===== src/rtl/irq_entry_pkg.sv =====
package irq_entry_pkg;
  typedef enum logic [1:0] {
    RESP_VEC  = 2'd0,
    RESP_AUTO = 2'd1,
    RESP_BERR = 2'd2,
    RESP_RSVD = 2'd3
  } iack_resp_e;

  typedef enum logic [2:0] {
    ST_IDLE, ST_SUPV, ST_MASK, ST_IACK, ST_PVEC, ST_PPC, ST_PSR, ST_DONE
  } seq_state_e;

  localparam int SR_T1_BIT = 15;
  localparam int SR_T0_BIT = 14;
  localparam int SR_S_BIT  = 13;
  localparam int SR_IPL_LO = 8;
  localparam logic [2:0] FC_IACK = 3'd7;
endpackage


===== src/rtl/irq_sr_build.sv =====
module irq_sr_build #(
  parameter int SR_W  = 16,
  parameter int LVL_W = 3
) (
  input  logic [SR_W-1:0]  sr_copy_i,
  input  logic [LVL_W-1:0] level_i,
  input  logic             mask_en_i,
  output logic [SR_W-1:0]  sr_o
);
  import irq_entry_pkg::*;

  logic [SR_W-1:0] supv;

  always_comb begin
    supv = sr_copy_i;
    supv[SR_S_BIT]  = 1'b1;
    supv[SR_T1_BIT] = 1'b0;
    supv[SR_T0_BIT] = 1'b0;
    sr_o = supv;
    if (mask_en_i) sr_o[SR_IPL_LO +: LVL_W] = level_i;
  end
endmodule


===== src/rtl/irq_vec_sel.sv =====
module irq_vec_sel #(
  parameter int VEC_W    = 8,
  parameter int LVL_W    = 3,
  parameter int SPUR_VEC = 24
) (
  input  logic [1:0]       resp_i,
  input  logic [LVL_W-1:0] level_i,
  input  logic [VEC_W-1:0] dev_vec_i,
  output logic [VEC_W-1:0] vec_o
);
  import irq_entry_pkg::*;

  localparam logic [VEC_W-1:0] SPUR = VEC_W'(SPUR_VEC);

  always_comb begin
    unique case (iack_resp_e'(resp_i))
      RESP_VEC:  vec_o = dev_vec_i;
      RESP_AUTO: vec_o = SPUR + VEC_W'(level_i);
      default:   vec_o = SPUR;
    endcase
  end
endmodule


===== src/rtl/irq_entry_fsm.sv =====
module irq_entry_fsm #(
  parameter int SR_W  = 16,
  parameter int LVL_W = 3,
  parameter int PC_W  = 32,
  parameter int VEC_W = 8
) (
  input  logic                       clk_i,
  input  logic                       rst_ni,
  input  logic                       start_i,
  input  logic [LVL_W-1:0]           level_i,
  input  logic [PC_W-1:0]            pc_i,
  input  logic [SR_W-1:0]            sr_i,
  input  logic                       iack_ack_i,
  input  logic [VEC_W-1:0]           vec_i,
  input  logic                       stk_ack_i,
  output irq_entry_pkg::seq_state_e  state_o,
  output logic [SR_W-1:0]            sr_copy_o,
  output logic [LVL_W-1:0]           level_o,
  output logic [PC_W-1:0]            pc_o,
  output logic [VEC_W-1:0]           vec_o
);
  import irq_entry_pkg::*;

  seq_state_e state_q, state_d;

  always_comb begin
    state_d = state_q;
    unique case (state_q)
      ST_IDLE: if (start_i) state_d = ST_SUPV;
      ST_SUPV: state_d = ST_MASK;
      ST_MASK: state_d = ST_IACK;
      ST_IACK: if (iack_ack_i) state_d = ST_PVEC;
      ST_PVEC: if (stk_ack_i) state_d = ST_PPC;
      ST_PPC:  if (stk_ack_i) state_d = ST_PSR;
      ST_PSR:  if (stk_ack_i) state_d = ST_DONE;
      default: state_d = ST_IDLE;
    endcase
  end

  always_ff @(posedge clk_i or negedge rst_ni) begin
    if (!rst_ni) begin
      state_q   <= ST_IDLE;
      sr_copy_o <= '0;
      level_o   <= '0;
      pc_o      <= '0;
      vec_o     <= '0;
    end else begin
      state_q <= state_d;
      if (state_q == ST_IDLE && start_i) begin
        sr_copy_o <= sr_i;
        level_o   <= level_i;
        pc_o      <= pc_i;
      end
      if (state_q == ST_IACK && iack_ack_i) vec_o <= vec_i;
    end
  end

  assign state_o = state_q;

  // status copy is frozen for the whole sequence
  assert_copy_frozen_R9: assert property (@(posedge clk_i) disable iff (!rst_ni)
    (state_q != ST_IDLE && state_d != ST_IDLE) |=> $stable(sr_copy_o) && $stable(pc_o));
endmodule


===== src/rtl/irq_entry_seq.sv =====
module irq_entry_seq #(
  parameter int ADDR_W   = 24,
  parameter int PC_W     = 32,
  parameter int SR_W     = 16,
  parameter int LVL_W    = 3,
  parameter int VEC_W    = 8,
  parameter int SPUR_VEC = 24
) (
  input  logic              clk_i,
  input  logic              rst_ni,
  input  logic              start_i,
  input  logic [LVL_W-1:0]  level_i,
  input  logic [PC_W-1:0]   pc_i,
  input  logic [SR_W-1:0]   sr_i,
  output logic              sr_we_o,
  output logic [SR_W-1:0]   sr_wdata_o,
  output logic              iack_req_o,
  output logic [2:0]        fc_o,
  output logic [ADDR_W-1:0] addr_o,
  input  logic              iack_ack_i,
  input  logic [1:0]        iack_resp_i,
  input  logic [VEC_W-1:0]  iack_vec_i,
  output logic              stk_req_o,
  output logic [1:0]        stk_sel_o,
  output logic [PC_W-1:0]   stk_data_o,
  input  logic              stk_ack_i,
  output logic              busy_o,
  output logic              done_o,
  output logic [VEC_W-1:0]  vector_o
);
  import irq_entry_pkg::*;

  localparam logic [ADDR_W-1:0] ADDR_ONES = '1;
  localparam int                ADDR_HI_W = ADDR_W - 4;

  seq_state_e       state;
  logic [SR_W-1:0]  sr_copy, sr_next;
  logic [LVL_W-1:0] level_q;
  logic [PC_W-1:0]  pc_q;
  logic [VEC_W-1:0] vec_sel, vec_q;

  irq_entry_fsm #(.SR_W(SR_W), .LVL_W(LVL_W), .PC_W(PC_W), .VEC_W(VEC_W)) u_fsm (
    .clk_i      (clk_i),
    .rst_ni     (rst_ni),
    .start_i    (start_i),
    .level_i    (level_i),
    .pc_i       (pc_i),
    .sr_i       (sr_i),
    .iack_ack_i (iack_ack_i),
    .vec_i      (vec_sel),
    .stk_ack_i  (stk_ack_i),
    .state_o    (state),
    .sr_copy_o  (sr_copy),
    .level_o    (level_q),
    .pc_o       (pc_q),
    .vec_o      (vec_q)
  );

  irq_sr_build #(.SR_W(SR_W), .LVL_W(LVL_W)) u_sr_build (
    .sr_copy_i (sr_copy),
    .level_i   (level_q),
    .mask_en_i (state == ST_MASK),
    .sr_o      (sr_next)
  );

  irq_vec_sel #(.VEC_W(VEC_W), .LVL_W(LVL_W), .SPUR_VEC(SPUR_VEC)) u_vec_sel (
    .resp_i    (iack_resp_i),
    .level_i   (level_q),
    .dev_vec_i (iack_vec_i),
    .vec_o     (vec_sel)
  );

  always_comb begin
    sr_we_o    = (state == ST_SUPV) || (state == ST_MASK);
    sr_wdata_o = sr_we_o ? sr_next : '0;
    iack_req_o = (state == ST_IACK);
    fc_o       = iack_req_o ? FC_IACK : 3'd0;
    addr_o     = iack_req_o ? {ADDR_ONES[ADDR_W-1 -: ADDR_HI_W], level_q, 1'b1} : '0;
    stk_req_o  = 1'b0;
    stk_sel_o  = 2'd0;
    stk_data_o = '0;
    unique case (state)
      ST_PVEC: begin stk_req_o = 1'b1; stk_sel_o = 2'd0; stk_data_o = PC_W'(vec_q);   end
      ST_PPC:  begin stk_req_o = 1'b1; stk_sel_o = 2'd1; stk_data_o = pc_q;           end
      ST_PSR:  begin stk_req_o = 1'b1; stk_sel_o = 2'd2; stk_data_o = PC_W'(sr_copy); end
      default: ;
    endcase
    busy_o   = (state != ST_IDLE);
    done_o   = (state == ST_DONE);
    vector_o = vec_q;
  end

  assert_supv_trace_off_R2: assert property (@(posedge clk_i) disable iff (!rst_ni)
    sr_we_o |-> sr_wdata_o[SR_S_BIT] && !sr_wdata_o[SR_T1_BIT] && !sr_wdata_o[SR_T0_BIT]);

  assert_sr_before_iack_R3: assert property (@(posedge clk_i) disable iff (!rst_ni)
    $rose(iack_req_o) |-> $past(sr_we_o));

  assert_iack_hold_R4: assert property (@(posedge clk_i) disable iff (!rst_ni)
    (iack_req_o && !iack_ack_i) |=> iack_req_o && $stable(addr_o) && fc_o == FC_IACK);

  assert_autovec_range_R6: assert property (@(posedge clk_i) disable iff (!rst_ni)
    (iack_req_o && iack_ack_i && iack_resp_i == RESP_AUTO && addr_o[3:1] != 3'd0)
      |=> stk_data_o >= PC_W'(SPUR_VEC + 1) && stk_data_o <= PC_W'(SPUR_VEC + 7));

  assert_spurious_R7: assert property (@(posedge clk_i) disable iff (!rst_ni)
    (iack_req_o && iack_ack_i && iack_resp_i[1]) |=> stk_data_o == PC_W'(SPUR_VEC));

  assert_push_excl_R8: assert property (@(posedge clk_i) disable iff (!rst_ni)
    stk_req_o |-> !iack_req_o && !sr_we_o);

  assert_push_hold_R8: assert property (@(posedge clk_i) disable iff (!rst_ni)
    (stk_req_o && !stk_ack_i) |=> stk_req_o && $stable(stk_sel_o) && $stable(stk_data_o));

  assert_done_pulse_R10: assert property (@(posedge clk_i) disable iff (!rst_ni)
    done_o |=> !done_o && !busy_o);
endmodule


===== config.mk =====
export PLATFORM = sky130hd
export DESIGN_NAME = irq_entry_seq
export DESIGN_NICKNAME = d
export VERILOG_FILES = /design/src/rtl/irq_entry_pkg.sv /design/src/rtl/irq_sr_build.sv /design/src/rtl/irq_vec_sel.sv /design/src/rtl/irq_entry_fsm.sv /design/src/rtl/irq_entry_seq.sv
export SDC_FILE = /design/constraint.sdc
export NUM_CORES = 1
export LEC_CHECK = 0
export ABC_AREA = 0
export ABC_CLOCK_PERIOD_IN_PS = 3490
export BUFFER_PORTS_ARGS = -buffer_cell sky130_fd_sc_hd__buf_2
export CORE_MARGIN = 4
export CORE_UTILIZATION = 45
export CTS_BUF_LIST = sky130_fd_sc_hd__clkbuf_4
export DETAILED_ROUTE_END_ITERATION = 6
export GPL_TIMING_DRIVEN = 1
export PLACE_DENSITY = 0.79
export REMOVE_ABC_BUFFERS = 1
export SLEW_MARGIN = 20
export SYNTH_ARGS = -nofsm -noshare
export SYNTH_HDL_FRONTEND = slang
export SYNTH_SLANG_ARGS = --single-unit

===== constraint.sdc =====
create_clock -name clk_i -period 3.49 [get_ports clk_i]
set_clock_uncertainty 0.2 [all_clocks]
set_input_delay 0.698 -clock clk_i [delete_from_list [all_inputs] [get_ports clk_i]]
set_output_delay 0.698 -clock clk_i [all_outputs]
set_load 0.05 [all_outputs]

* Yosys cells after proc, flatten, opt, wreduce, memory -nomap -nowiden
Cells that the tools add are included.
** Storage, ports and cells
- Register bits :: 62
- Input bits :: 66
- Output and inout bits :: 90
- Word-level logic and storage cells :: 41
** Operators by class
- Add/sub/neg operators :: 1
- Eq/ne operators :: 13
- Muxes and demuxes :: 14
- Reduce and logical (&&, ||, !) cells :: 8
** Operators with widths (count)
- case mux 32 bit (3 select lines) :: 1
- 2-to-1 mux 24 bit :: 1
- 2-to-1 mux 3 bit :: 7
- case mux 3 bit (7 select lines) :: 1
- case mux 8 bit (2 select lines) :: 1
- 2-to-1 mux 14 bit :: 1
- == test 3 bit (second input constant) :: 4
- inequality test 2 bit (second input constant) :: 4
- adder 5 x 3 -> 6 bit (first input constant) :: 1
- == test 3 x 2 -> 1 bit (second input constant) :: 2
- AND reduction 5 bit :: 1
- case mux 2 bit (2 select lines) :: 1
- == test 3 x 1 -> 1 bit (second input constant) :: 1
- logical NOT 3 bit :: 1
- nonzero test 3 bit :: 1
- OR reduction 3 bit :: 1
- == test 2 x 1 -> 1 bit (second input constant) :: 1
- logical AND 1 bit :: 2
- logical NOT 2 bit :: 1
- inequality test 2 x 1 -> 1 bit (second input constant) :: 1
- logical OR 1 bit :: 1
- 2-to-1 mux 1 bit :: 1

* Depth between registers and ports, before layout
- Depth after elaboration :: 3
- Mapped depth :: 5
- Mapped depth without buffers :: 3

* Cells and area by module
A second synthesis with hierarchy kept.
** Unflattened totals
- Cell total of the unflattened synthesis :: 307
- Area, all modules :: 3495.9 um2
** By module, submodules not included
- irq_entry_fsm :: instances 1, cells each 146, area each 2394.8 um2, sequential area each 1551.5 um2
- irq_entry_seq :: instances 1, cells each 130, area each 874.6 um2, sequential area each 0.0 um2
- irq_sr_build :: instances 1, cells each 18, area each 138.9 um2, sequential area each 0.0 um2
- irq_vec_sel :: instances 1, cells each 13, area each 87.6 um2, sequential area each 0.0 um2

* Least setup slack after synthesis
No wires, ideal clock.
- Path type :: reg-to-output
- From :: reg u_fsm.state_q[0] (netlist: u_fsm.state_o[0])
- To :: out addr_o[1]
- Data arrival time :: 2.834 ns
- Data required time :: 2.592 ns
- Slack :: -0.242 ns
- Stages on the path, launching flop included :: 6
- Buffers on the path :: 2
- Cells stage by stage :: dfrtp_1 > buf_2 > buf_2 > nand2_1 > nor2_1 > and2_1
** Between the ends
- Longest elaborated chain between the ends :: 2
** Ends and longest elaborated chain
- from (decl) :: RTL line irq_entry_fsm.sv:24 : seq_state_e state_q, state_d;
- from (signal assigned) :: RTL line irq_entry_fsm.sv:48 : state_q <= state_d;
- == test 3 x 2 -> 1 bit :: RTL line irq_entry_seq.sv:76 : iack_req_o = (state == ST_IACK);
- named net iack_req_o :: RTL line irq_entry_seq.sv:17 : output logic iack_req_o,
- 2-to-1 mux 24 bit :: RTL line irq_entry_seq.sv:78 : addr_o = iack_req_o ? {ADDR_ONES[ADDR_W-1 -: ADDR_HI_W], level_q, 1'b1} : '0;
- to (decl) :: RTL line irq_entry_seq.sv:19 : output logic [ADDR_W-1:0] addr_o,
The timed path passes the listed nets, and every way through them passes these cells.

* Worst setup path in the final report
- From :: reg u_fsm.state_q[1] (netlist: u_fsm.state_o[1])
- To :: out sr_wdata_o[3]
** Between the ends
- Longest elaborated chain between the ends :: 3
- Elaborated cells on any way between the ends :: 4
- Those cells by class :: 2 x eq/ne; 1 x mux; 1 x reduce/logical
** Ends and longest elaborated chain
- == test 3 x 1 -> 1 bit / == test 3 x 2 -> 1 bit (equally long branches) :: RTL line irq_entry_seq.sv:74 : sr_we_o = (state == ST_SUPV) || (state == ST_MASK);
- logical OR 1 bit * :: RTL line irq_entry_seq.sv:74
- 2-to-1 mux 14 bit * :: RTL line irq_entry_seq.sv:75 : sr_wdata_o = sr_we_o ? sr_next : '0;
- to (decl) :: RTL line irq_entry_seq.sv:16 : output logic [SR_W-1:0] sr_wdata_o,
Every way passes the cells marked *; elsewhere a longest branch is shown, timed or not.

==> results.yml <==
detailed_routing:
  drtAntennaViolNets: 0
  detail_route.vias_per_cell: 5.06
  drt-initial-drc-count: 93
  firstDrtPassIters: 5
  wl_per_cell_um: 15.9
  routed_wirelength_mm: 8.14
  vias: 2584
  drc: 0
timing:
  fin_crit_ns: 3.24
  slew_viol_final: 0
  worstMarginPinSlew_ns: 0.836
  rsz0062_at_grt: "no"
  hold_viol_final: 0
  fin_ws_ns: 0.247
  timing.fmax_ghz: 0.308
  setup_viol: 0
  slew_headroom_pct: 44.3
  min_period_over_period_pct: 92.9
worst_setup_path:
  path_class: "reg2out"
  arrival_ns: 2.34
  end_kind: "primary output"
  worst-r2r-cell-count: 4
  start_kind: "flip-flop"
  rrSetupSlack_ns: 1.08
  worstReg2RegEnd: "u_fsm.level_o[2]$_DFFE_PN0P_"
  r2r_start: "u_fsm.state_o[0]$_DFFE_PN0P_"
  endpoint: "sr_wdata_o[3]"
  crit_fanout: 18
  cp-startpoint: "u_fsm.state_o[1]$_DFFE_PN0P_"
  cp.required_ns: 2.59
global_routing:
  globalRouteTotalUtil_pct: 19.3
  grt_overflow: 0
  grt_pass1_wl_mm: 12.8
  grt_max_degree: 63
  grt_pass1_vias: 2595
  antenna_found_initial: 0
clock_network:
  clk_latency_ns: 0.38
  numCtsBuffers: 9
  cts.repair.resized: 0
  postCtsSetupRepairBufs: 0
  cts-root-buf: "clkbuf_4"
  numClockSinks: 62
  cts_tree: "done"
  ctsHoldBuffers: 0
  path_clk_slew_ns: 0.10
  cts_buffer_depth: 2
  htreeDepth: 3
die:
  dieHeight_um: 92.6
  rows: 30
  io-pin-count: 156
  dieArea_um2: 8570
  die_width_um: 92.6
  initial_utilization_pct: 46.9
  coreArea_um2: 6870
logic_synthesis:
  ys_warn_count: 0
  ys_types: 28
  synth_area_leaders: "dfrtp_1 (48%), mux2_2 (18%), buf_4 (6.3%), mux2i_1 (3.7%), and3_1 (3.1%)"
  syn_area_um2: 3220
  synth_edf_count: 0
  async_reset_ff_share_pct: 100
  synth_common_cells: "dfrtp_1 (62), mux2_2 (51), buf_4 (27)"
  yosysTopAreaCellShare_pct: 48.2
  ys_seq_area_share_pct: 48.2
  synthCells: 284
  syn-mean-instance-area_um2: 11.3
  ys_ff_latch: 62
  yosysMostFrequentCell: "dfrtp_1"
  synth_area_leader_cell: "dfrtp_1"
  synth-main-ff-cell: "dfrtp_1"
placement:
  gp_congestion: 0.793
  port_buffers: 153
  pre_cts_slack_ns: 0.684
  placed_cell_area_um2: 3850
  dp_hpwl_mm: 6.01
layout:
  syn2layout_area_growth_pct: 23.6
  design_area_um2: 3980
  fin_util_pct: 57.9
  layout-drive-gt1-share_pct: 57.3
  nets: 476
  insertedDiodeCount: 0
hold_path:
  worst_hold_path_type: "in2async"
outcome:
  status: "finished clean"
job:
  drv_cap: 0
-- cell families after synthesis --
logic type | count (synthesis) | synth area share (%)
buf+inv | 49 | 10.1
mux | 63 | 21.6
flops | 62 | 48.2
simple gates | 75 | 13.1
other cells | 1 | 0.116
compound gates | 34 | 6.88
-- sequential cells by signal, indices dropped and copies added (netlist names) --
register	count
u_fsm.state_o	3
u_fsm.vec_o	8
u_fsm.sr_copy_o	16
u_fsm.pc_o	32
u_fsm.level_o	3
-- cell type report --
type	count	area, um^2
timing repair buffer	160	818
clock buffer	9	67.6
sequential	62	1550
clock inverter	7	65.1
multi-input combinational	174	1350
inverter	3	11.3
tap	96	120
fill	621	2890
-- worst min path at each step --
stage	to	slack (ns)	cells after the start	from
after CTS	u_fsm.pc_o[8]$_DFFE_PN0P_	0.26	2	rst_ni
after detailed placement	u_fsm.pc_o[27]$_DFFE_PN0P_	0.29	1	u_fsm.pc_o[27]$_DFFE_PN0P_
after floorplan	u_fsm.level_o[0]$_DFFE_PN0P_	0.20	0	rst_ni
final	u_fsm.vec_o[3]$_DFFE_PN0P_	0.27	2	rst_ni
after global placement	u_fsm.pc_o[27]$_DFFE_PN0P_	0.28	1	u_fsm.pc_o[27]$_DFFE_PN0P_
after global routing	u_fsm.pc_o[8]$_DFFE_PN0P_	0.30	2	pc_i[8]
-- metal layers --
| layer | up-vias | routed length (um) | track usage (%) |
|---|---|---|---|
| met5 | - | 0 | 0 |
| met4 | 0 | 239 | 10.4 |
| met3 | 23 | 541 | 3.74 |
| met2 | 129 | 3990 | 31.8 |
| met1 | 1226 | 3380 | 23.9 |
| li1 | 1206 | - | - |
-- worst max-delay path, stage by stage (launching register included) --
cell     delay (ns)
dfrtp_1        0.34
buf_4          0.20
nor2b_1        0.35
buf_4          0.23
o21a_1         0.40
and2_1         0.18
buf_2          0.26
-- through the flow --
stage               TNS (ns)  std cells  hold WS, ns
floorplan            -383.14        239        0.202
global placement           0        495        0.281
detailed placement         0        495        0.290
CTS                        0        511        0.263
global route               0        511        0.297
finish                     0        511        0.266
-- placed cells by master (no fill, tap or decap), types with 3 or more instances in the layout --
master and instances:
clkbuf_4 9, nor2_1 6, and3_1 16, mux2_2 51, clkinv_2 4, or2_2 8, o31ai_1 3, buf_4 7
o21ai_0 8, mux2i_1 12, dfrtp_1 62, inv_1 3, buf_2 153, and2_1 14, a21oi_1 10, nand2_1 22
a22oi_1 3, a22o_1 8
Power is left out: the tool's default activity adds up to more than one toggle a clock period on the data nets, which glitch-free logic cannot reach.
